### config.mk
export PLATFORM = sky130hd
export DESIGN_NAME = eprom_prog_seq
export DESIGN_NICKNAME = d
export VERILOG_FILES = /design/src/rtl/eprom_prog_pkg.sv /design/src/rtl/eprom_step_timer.sv /design/src/rtl/eprom_pulse_guard.sv /design/src/rtl/eprom_prog_seq.sv
export SDC_FILE = /design/constraint.sdc
export NUM_CORES = 1
export LEC_CHECK = 0
export ABC_AREA = 1
export BUFFER_PORTS_ARGS = -buffer_cell sky130_fd_sc_hd__buf_4
export CORE_ASPECT_RATIO = 1.4
export CORE_MARGIN = 8
export CORE_UTILIZATION = 55
export CTS_CLUSTER_DIAMETER = 40
export DETAILED_ROUTE_END_ITERATION = 16
export PLACE_DENSITY_LB_ADDON = 0.25
export RECOVER_POWER = 100
export SYNTH_ARGS = -nofsm -noshare
export SYNTH_HDL_FRONTEND = slang
export SYNTH_SLANG_ARGS = --single-unit
export TNS_END_PERCENT = 50
### constraint.sdc
create_clock -name clk -period 8.1 [get_ports clk]
set_input_delay 0.405 -clock clk [delete_from_list [all_inputs] [get_ports clk]]
set_output_delay 0.405 -clock clk [all_outputs]
set_load 0.05 [all_outputs]
### src/rtl/eprom_prog_pkg.sv
package eprom_prog_pkg;

  typedef enum logic [3:0] {
    ST_IDLE,
    ST_VCC_UP,
    ST_VPP_UP,
    ST_FETCH,
    ST_SETUP,
    ST_PULSE,
    ST_HOLD,
    ST_RD_DROP,
    ST_RD_SAMPLE,
    ST_VPP_DN,
    ST_VCC_DN
  } seq_state_e;

endpackage

### src/rtl/eprom_step_timer.sv
module eprom_step_timer #(
  parameter int W = 8
) (
  input  logic         clk,
  input  logic         rst_n,
  input  logic         load_i,
  input  logic [W-1:0] load_val_i,
  output logic         expired_o
);

  logic [W-1:0] cnt_q, cnt_d;

  always_comb begin
    cnt_d = cnt_q;
    if (load_i)            cnt_d = load_val_i;
    else if (cnt_q != '0)  cnt_d = cnt_q - 1'b1;
  end

  always_ff @(posedge clk or negedge rst_n) begin
    if (!rst_n) cnt_q <= '0;
    else        cnt_q <= cnt_d;
  end

  assign expired_o = (cnt_q == '0);

endmodule

### src/rtl/eprom_pulse_guard.sv
module eprom_pulse_guard #(
  parameter int MAX_CYC = 25
) (
  input  logic clk,
  input  logic rst_n,
  input  logic req_i,
  output logic pin_o,
  output logic trip_o
);

  localparam int CW = $clog2(MAX_CYC + 1);
  localparam logic [CW-1:0] LIMIT = CW'(MAX_CYC);

  logic [CW-1:0] cnt_q, cnt_d;

  always_comb begin
    cnt_d = '0;
    if (req_i) cnt_d = (cnt_q == LIMIT) ? cnt_q : cnt_q + 1'b1;
  end

  always_ff @(posedge clk or negedge rst_n) begin
    if (!rst_n) cnt_q <= '0;
    else        cnt_q <= cnt_d;
  end

  assign pin_o  = req_i && (cnt_q < LIMIT);
  assign trip_o = req_i && (cnt_q == LIMIT);

  // Independent run-length count of the pin itself.
  logic [CW:0] hi_run_q;
  always_ff @(posedge clk or negedge rst_n) begin
    if (!rst_n)     hi_run_q <= '0;
    else if (pin_o) hi_run_q <= (hi_run_q > (CW+1)'(MAX_CYC)) ? hi_run_q : hi_run_q + 1'b1;
    else            hi_run_q <= '0;
  end

  a_r5_pin_bounded: assert property (@(posedge clk) disable iff (!rst_n)
    hi_run_q <= (CW+1)'(MAX_CYC));

  a_r5_trip_releases_pin: assert property (@(posedge clk) disable iff (!rst_n)
    (req_i && hi_run_q == (CW+1)'(MAX_CYC)) |-> !pin_o);

endmodule

### src/rtl/eprom_prog_seq.sv
module eprom_prog_seq
  import eprom_prog_pkg::*;
#(
  parameter int ADDR_W        = 11,
  parameter int DATA_W        = 8,
  parameter int SETTLE_CYC    = 16,
  parameter int PULSE_CYC     = 6_250_000,
  parameter int MAX_PULSE_CYC = 6_875_000
) (
  input  logic              clk,
  input  logic              rst_n,
  input  logic              start_i,
  input  logic [ADDR_W-1:0] start_addr_i,
  input  logic [ADDR_W:0]   length_i,
  input  logic              verify_en_i,
  input  logic              in_valid_i,
  input  logic [DATA_W-1:0] in_data_i,
  output logic              in_ready_o,
  output logic [ADDR_W-1:0] mem_addr_o,
  output logic [DATA_W-1:0] mem_data_o,
  output logic              mem_data_oe_o,
  input  logic [DATA_W-1:0] mem_data_i,
  output logic              ce_pgm_o,
  output logic              oe_n_o,
  output logic              vcc_en_o,
  output logic              vpp_hi_o,
  output logic              busy_o,
  output logic              done_o,
  output logic              error_o
);

  localparam int TMR_MAX = (PULSE_CYC > SETTLE_CYC) ? PULSE_CYC : SETTLE_CYC;
  localparam int TMR_W   = $clog2(TMR_MAX + 1);
  localparam logic [TMR_W-1:0] T_SETTLE = TMR_W'(SETTLE_CYC - 1);
  localparam logic [TMR_W-1:0] T_PULSE  = TMR_W'(PULSE_CYC - 1);
  localparam logic [DATA_W-1:0] ERASED  = '1;

  // Reset: asynchronous assert, synchronous release.
  logic rst_s1_q, rst_sync_n;
  always_ff @(posedge clk or negedge rst_n) begin
    if (!rst_n) {rst_sync_n, rst_s1_q} <= 2'b00;
    else        {rst_sync_n, rst_s1_q} <= {rst_s1_q, 1'b1};
  end

  seq_state_e        state_q, state_d;
  logic [ADDR_W-1:0] addr_q, addr_d;
  logic [DATA_W-1:0] data_q, data_d;
  logic [ADDR_W:0]   rem_q, rem_d;
  logic              verify_q, verify_d;
  logic              done_q, done_d;
  logic              err_q, err_d;

  logic tmr_load, tmr_exp;
  logic [TMR_W-1:0] tmr_val;
  logic pulse_req, trip;
  logic last_loc, rd_ok;

  eprom_step_timer #(.W(TMR_W)) u_timer (
    .clk(clk), .rst_n(rst_sync_n), .load_i(tmr_load),
    .load_val_i(tmr_val), .expired_o(tmr_exp)
  );

  eprom_pulse_guard #(.MAX_CYC(MAX_PULSE_CYC)) u_guard (
    .clk(clk), .rst_n(rst_sync_n), .req_i(pulse_req),
    .pin_o(ce_pgm_o), .trip_o(trip)
  );

  assign last_loc = (rem_q == (ADDR_W+1)'(1));
  assign rd_ok    = (mem_data_i == (ERASED & data_q));

  always_comb begin
    state_d  = state_q;
    addr_d   = addr_q;
    data_d   = data_q;
    rem_d    = rem_q;
    verify_d = verify_q;
    done_d   = done_q;
    err_d    = err_q;
    unique case (state_q)
      ST_IDLE: if (start_i) begin
        done_d = 1'b0;
        err_d  = 1'b0;
        if (length_i == '0) begin
          done_d = 1'b1;
        end else begin
          addr_d   = start_addr_i;
          rem_d    = length_i;
          verify_d = verify_en_i;
          state_d  = ST_VCC_UP;
        end
      end
      ST_VCC_UP: if (tmr_exp) state_d = ST_VPP_UP;
      ST_VPP_UP: if (tmr_exp) state_d = ST_FETCH;
      ST_FETCH: if (in_valid_i) begin
        data_d  = in_data_i;
        state_d = ST_SETUP;
      end
      ST_SETUP: if (tmr_exp) state_d = ST_PULSE;
      ST_PULSE: begin
        if (trip) begin
          err_d   = 1'b1;
          state_d = ST_VPP_DN;
        end else if (tmr_exp) begin
          state_d = ST_HOLD;
        end
      end
      ST_HOLD: if (tmr_exp) begin
        if (verify_q) begin
          state_d = ST_RD_DROP;
        end else if (last_loc) begin
          state_d = ST_VPP_DN;
        end else begin
          addr_d  = addr_q + 1'b1;
          rem_d   = rem_q - 1'b1;
          state_d = ST_FETCH;
        end
      end
      ST_RD_DROP: if (tmr_exp) state_d = ST_RD_SAMPLE;
      ST_RD_SAMPLE: if (tmr_exp) begin
        if (!rd_ok) begin
          err_d   = 1'b1;
          state_d = ST_VPP_DN;
        end else if (last_loc) begin
          state_d = ST_VPP_DN;
        end else begin
          addr_d  = addr_q + 1'b1;
          rem_d   = rem_q - 1'b1;
          state_d = ST_VPP_UP;
        end
      end
      ST_VPP_DN: if (tmr_exp) state_d = ST_VCC_DN;
      ST_VCC_DN: if (tmr_exp) begin
        done_d  = 1'b1;
        state_d = ST_IDLE;
      end
      default: state_d = ST_IDLE;
    endcase
    tmr_load = (state_d != state_q);
    tmr_val  = (state_d == ST_PULSE) ? T_PULSE : T_SETTLE;
  end

  always_ff @(posedge clk or negedge rst_sync_n) begin
    if (!rst_sync_n) begin
      state_q  <= ST_IDLE;
      addr_q   <= '0;
      data_q   <= '0;
      rem_q    <= '0;
      verify_q <= 1'b0;
      done_q   <= 1'b0;
      err_q    <= 1'b0;
    end else begin
      state_q  <= state_d;
      addr_q   <= addr_d;
      data_q   <= data_d;
      rem_q    <= rem_d;
      verify_q <= verify_d;
      done_q   <= done_d;
      err_q    <= err_d;
    end
  end

  assign pulse_req     = (state_q == ST_PULSE);
  assign vcc_en_o      = (state_q != ST_IDLE) && (state_q != ST_VCC_DN);
  assign vpp_hi_o      = (state_q inside {ST_VPP_UP, ST_FETCH, ST_SETUP, ST_PULSE, ST_HOLD});
  assign mem_data_oe_o = (state_q inside {ST_SETUP, ST_PULSE, ST_HOLD});
  assign oe_n_o        = (state_q != ST_RD_SAMPLE);
  assign in_ready_o    = (state_q == ST_FETCH);
  assign mem_addr_o    = addr_q;
  assign mem_data_o    = data_q;
  assign busy_o        = (state_q != ST_IDLE);
  assign done_o        = done_q;
  assign error_o       = err_q;

  a_r2_vpp_needs_vcc: assert property (@(posedge clk) disable iff (!rst_sync_n)
    vpp_hi_o |-> vcc_en_o);

  a_r2_vcc_drops_last: assert property (@(posedge clk) disable iff (!rst_sync_n)
    $fell(vcc_en_o) |-> !$past(vpp_hi_o));

  a_r3_pulse_conditions: assert property (@(posedge clk) disable iff (!rst_sync_n)
    ce_pgm_o |-> (oe_n_o && vpp_hi_o && mem_data_oe_o));

  a_r3_bus_stable: assert property (@(posedge clk) disable iff (!rst_sync_n)
    ce_pgm_o |-> ($stable(mem_addr_o) && $stable(mem_data_o)));

  a_r6_ready_only_programming: assert property (@(posedge clk) disable iff (!rst_sync_n)
    in_ready_o |-> (vpp_hi_o && !ce_pgm_o && !mem_data_oe_o));

  a_r8_idle_quiet: assert property (@(posedge clk) disable iff (!rst_sync_n)
    !busy_o |-> (!vcc_en_o && !in_ready_o && !ce_pgm_o));

endmodule

### After elaboration in Yosys (flattened, before gate mapping)

Index checks and enable logic that the tools add are counted.

| storage, ports and cells | value |
|---|---|
| flip-flop bits (word level) | 86 |
| input bits | 44 |

| cells by class | value |
|---|---|
| bitwise operators | 1 |
| order comparisons | 1 |
| equality and inequality tests | 27 |
| reduce and logical (&&, ||, !) cells | 19 |
| multiplexer cells | 48 |
| add/sub/neg operators | 4 |

Operators with widths:

| cell | count |
|---|---|
| $mux W23 | 5 |
| $mux W12 | 7 |
| $mux W11 | 7 |
| $mux W4 | 17 |
| $pmux W4 S11 | 1 |
| $pmux W12 S3 | 1 |
| $pmux W11 S3 | 1 |
| $add A23 B1 Y23 const B | 1 |
| $eq A23 B23 Y1 const B | 1 |
| $logic_not A23 Y1 | 1 |
| $lt A23 B23 Y1 const B | 1 |
| $reduce_bool A23 Y1 | 1 |
| $sub A23 B1 Y23 const B | 1 |
| $eq A4 B3 Y1 const B | 5 |
| $ne A2 B2 Y1 const B | 10 |
| $eq A12 B1 Y1 const B | 1 |
| $eq A4 B4 Y1 const B | 3 |
| $logic_not A12 Y1 | 1 |
| $sub A12 B1 Y12 const B | 1 |
| $add A11 B1 Y11 const B | 1 |
| $reduce_bool A3 Y1 | 3 |
| $eq A4 B2 Y1 const B | 2 |
| $eq A8 B8 Y1 | 1 |
| $ne A4 B4 Y1 const B | 2 |
| 15 further kinds | 25 |

### Depth between registers and ports, before layout

| logic depth | value |
|---|---|
| depth in word-level cells | 8 |
| gate-level depth with buffers | 17 |

### By module

A second synthesis with hierarchy kept.

| second synthesis, totals | value |
|---|---|
| cells, all modules | 897 |
| area total of the unflattened synthesis | 6017.0 µm² |

By module, submodules not included:

| module | sequential area each (µm²) | area each (µm²) | cells an instance | times used |
|---|---|---|---|---|
| eprom_prog_seq | 1001.0 | 2859.0 | 426 | 1 |
| eprom_pulse_guard | 575.6 | 1586.5 | 236 | 1 |
| eprom_step_timer | 575.6 | 1571.5 | 235 | 1 |

### Least setup slack after synthesis

Ideal clock, no wire load.

| timing path | value |
|---|---|
| path type | register to register |
| start point | register state_q[3] |
| end point | register u_timer.cnt_q[10] |
| data required time | 7958 ps |
| library setup time | 142 ps |
| arrival time | 2167 ps |
| stages on the path, launching flop included | 16 |
| setup slack | 5792 ps |
| cells stage by stage | dfrtp_1 > nor2_1 > inv_1 > nor2_2 > nand2_2 > nand2_1 > inv_1 > nand3_2 > nand2_1 > nand2_1 > nand2_1 > inv_2 > nand3_4 > nor2_4 > buf_8 > a21oi_2 |

| on the way | value |
|---|---|
| elaborated cells between the ends (all ways) | 31 |

RTL lines:

| element | line | text |
|---|---|---|
| start: declaration | eprom_prog_seq.sv:45 | `seq_state_e state_q, state_d;` |
| start signal: assignment | eprom_prog_seq.sv:152 | `state_q <= state_d;` |
| $eq A4 B2 Y1 * | n/a |  |
| via in_ready_o | eprom_prog_seq.sv:18 | `output logic in_ready_o,` |
| $pmux W4 S11 * | eprom_prog_seq.sv:79 | `unique case (state_q)` |
| via state_d[2] | eprom_prog_seq.sv:45 |  |
| $eq A4 B3 Y1 | eprom_prog_seq.sv:139 | `tmr_val = (state_d == ST_PULSE) ? T_PULSE : T_SETTLE;` |
| $mux W23 | eprom_prog_seq.sv:139 |  |
| $mux W23 | eprom_step_timer.sv:15 | `if (load_i) cnt_d = load_val_i;` |
| end signal: assignment | eprom_step_timer.sv:21 | `else cnt_q <= cnt_d;` |
| end: declaration | eprom_step_timer.sv:11 | `logic [W-1:0] cnt_q, cnt_d;` |

Mark *: on every way through the listed nets, which the timed path passes. The rest lies on a longest branch.
A chain may end at the register's enable or synchronous reset.

### Worst setup path after layout

| timing path | value |
|---|---|
| start point | register u_timer.cnt_q[0] |
| end point | register u_timer.cnt_q[11] |

| on the way | value |
|---|---|
| cells in the longest elaborated chain, start to end | 7 |
| elaborated cells between the ends (all ways) | 20 |

RTL lines:

| element | line | text |
|---|---|---|
| $logic_not A23 Y1 | eprom_step_timer.sv:24 | `assign expired_o = (cnt_q == '0);` |
| $mux W4 | eprom_prog_seq.sv:103 | `end else if (tmr_exp) begin` |
| $mux W4 | eprom_prog_seq.sv:100 | `if (trip) begin` |
| $pmux W4 S11 | eprom_prog_seq.sv:79 |  |
| $eq A4 B3 Y1 | eprom_prog_seq.sv:139 |  |
| $mux W23 | eprom_prog_seq.sv:139 |  |
| $mux W23 | eprom_step_timer.sv:15 |  |

Several ways; a longest one is shown, not always the timed one. The select of a mux whose other input is x is not followed.

==> results.ini <==
[critical_path]
crit_path_start_kind=register
crit_arrival_ns=4.81
critPathKind=register to register
cp.required_ns=8.26
end_kind=register
crit_fanout=13

[cells_and_area]
final_common_cell=nand2_1
fillers=909
area_growth_pct=12.1
final_cell_mix=nand2_1, nor2_1, dfrtp_1
final_layout_size_suffix_gt1_frac=0.144
nNetsFinal=838
antenna_cells=0
instances_no_fill=928

[logic_synthesis]
syn_area_per_cell_sq_um=7.53
syn-num-nets=775
seq_area_frac_synth=0.394
yosys_warnings=0
ys_seq_elements=86
synth-edff-count=0
synthesis.area_sq_mm=0.00546
synthDistinctLibCells=47
syn-instance-count=725
synth-main-ff-cell=dfrtp_1
async_reset_ff_frac=1.00

[floorplan]
boundaryPins=72
die_y_um=134
placementRows=43
initial_core_util=0.558
coreArea_sq_mm=0.00979
die_w_um=100
die-area_sq_mm=0.0134

[clock_network]
cts_tree=built
cts_buffers=9
root_buffer=clkbuf_16
h-tree-depth=3
clock_latency_ns=0.34
cts_resized=0
clkTransAtPathRegs_ns=0.06
postCtsSetupBuffers=0
cts_max_path_buffers=2
cts_hold_buf=1
clkSinkCount=86

[sta]
finalHoldViolCount=0
rsz0062_at_grt=no
skew_ns=0.00841
fmax_mhz=215
holdWs_ns=0.293
worst_pin_slew_ns=3.35
maxSlewHeadroom=-1.23
fin_tns_setup_ns=0
finalCriticalPeriod_ns=4.65
fin_crit_sh=0.574
drv_slew=85
setup_violations=0

[placed_design]
dpl.cell_count=911
numPortBuffers=71
gp_congestion=0.900
hpwlAfterDp_um=9380

[power]
ir_drop_mv=0.200
power.density_mw_per_mm2=341
p_leak_nw=2.87

[drt]
num_vias=4963
drc=0
drtPass1Iterations=4
drtAntennaViolNets=0
via_per_inst=5.35
drt-initial-drc-count=214
wl_um=12700
wire_per_inst_um=13.7

[hold_path]
hold_class=primary input to register

[grt]
grt_pass1_vias=4862
grt_pass1_wl_um=21700
antenna_found_initial=0
grt_usage=0.196
grt_max_degree=85
grt_overflow=0

[flow_run]
cap_violations=1

[outcome]
status=finished with violations
failed_checks=capacitance limit, slew limit

logic make-up after synthesis:
| family | after synthesis | share of synthesized area |
|---|---|---|
| DFF | 86 | 0.394 |
| buffers and inverters | 113 | 0.0850 |
| xor gates and xnor gates | 23 | 0.0369 |
| muxes | 1 | 0.00206 |
| AOI/OAI and AO/OA | 124 | 0.138 |
| other | 1 | 0.000687 |
| and+or+nand+nor | 371 | 0.329 |
| adders and majority gates | 6 | 0.0138 |
state kept, by name (all words and copies together), names as in the netlist:
signal and flops:
rst_sync_n 1, rst_s1_q 1, u_guard.cnt_q 23, done_o 1, u_timer.cnt_q 23, verify_q 1, error_o 1, mem_data_o 8
state_q 4, mem_addr_o 11, rem_q 12
cell usage after synthesis, types with 2 or more instances:
library cell,count,area [sq um]
a21oi_4,2,32.5
xor2_1,14,123
nor2_2,13,81.3
inv_2,12,45.0
nand3_1,39,195
a21oi_1,39,195
dfrtp_1,86,2150
xnor2_1,9,78.8
nand2_2,10,62.6
o21ai_0,35,175
nor4_1,2,12.5
o21ai_1,8,40.0
nand3_2,4,40.0
nor2_1,99,372
buf_2,8,40.0
nand2_1,144,541
a21oi_2,12,105
a211oi_1,3,22.5
nor4_2,2,25.0
a31oi_1,6,37.5
nand4_1,18,113
nor3_1,19,95.1
clkbuf_1,8,30.0
o211ai_1,9,67.6
inv_1,81,304
nand3_4,3,52.6
nand2_4,3,33.8
a2bb2oi_1,2,17.5
ha_1,6,75.1
nor2_4,6,67.6
o22ai_1,2,12.5
buf_6,2,22.5
nor2_8,2,40.0
nor3_2,4,40.0
layer usage:
metal  track usage  vias to the layer above  wire length [um]
li1              -                     2487                 -
met1         0.235                     2332              5740
met2         0.325                      130              6090
met3        0.0493                       14               713
met4        0.0768                        0               187
met5             0                        -                 0
stage by stage:
step | setup slack, ns | utilization | cell area, sq um | power [mW]
floorplan | 5.53 | - | 5460 | 1.53
global placement | 5.16 | 0.618 | 6050 | 1.77
detailed placement | 5.02 | 0.618 | 6050 | 1.80
CTS | 5.01 | 0.648 | 6350 | 2.20
global route | 2.99 | 0.625 | 6120 | 2.23
finish | 3.45 | 0.625 | 6120 | 2.09
layout make-up:
| type | count | area [sq um] | share of cell area |
|---|---|---|---|
| multi-input combinational | 526 | 2720 | 0.445 |
| sequential | 86 | 2150 | 0.352 |
| timing repair buffer | 72 | 442 | 0.0721 |
| inverter | 93 | 349 | 0.0570 |
| clock buffer | 13 | 270 | 0.0441 |
| tap | 135 | 169 | 0.0276 |
| clock inverter | 3 | 18.8 | 0.00307 |
report_power, final:
part / leakage, nW / internal [mW] / switching [mW] / total, mW
clock: 0.146 / 0.233 / 0.166 / 0.399
combinational: 1.64 / 0.274 / 0.744 / 1.02
sequential: 1.08 / 0.548 / 0.120 / 0.668
total: 2.87 / 1.05 / 1.03 / 2.09
path summary, 6_finish.rpt:
kind                            slack, ns  cells past startpoint                end             start
worst min-delay path                 0.29                      3           verify_q       verify_en_i
min in group asynchronous            0.37                      2         rst_sync_n             rst_n
worst min register to register       0.36                      0         rst_sync_n          rst_s1_q
worst max register to register       3.45                     13  u_timer.cnt_q[11]  u_timer.cnt_q[0]
max in group asynchronous            4.75                      0  u_guard.cnt_q[10]        rst_sync_n
worst max-delay path                 3.45                     13  u_timer.cnt_q[11]  u_timer.cnt_q[0]
critical path, stage by stage (launching register included):
cell and delay (ns):
dfrtp_1 0.40, inv_1 0.09, ha_1 0.22, nand2_2 0.08, nor2_1 0.51, nand2_4 0.09
nor2_1 0.77, o21ai_0 0.29, a21oi_4 0.20, nand3_1 0.09, nand2_1 0.31, nand3_1 0.40
nor2_1 0.92, a21oi_1 0.10
(Power assumes the default switching activity.)
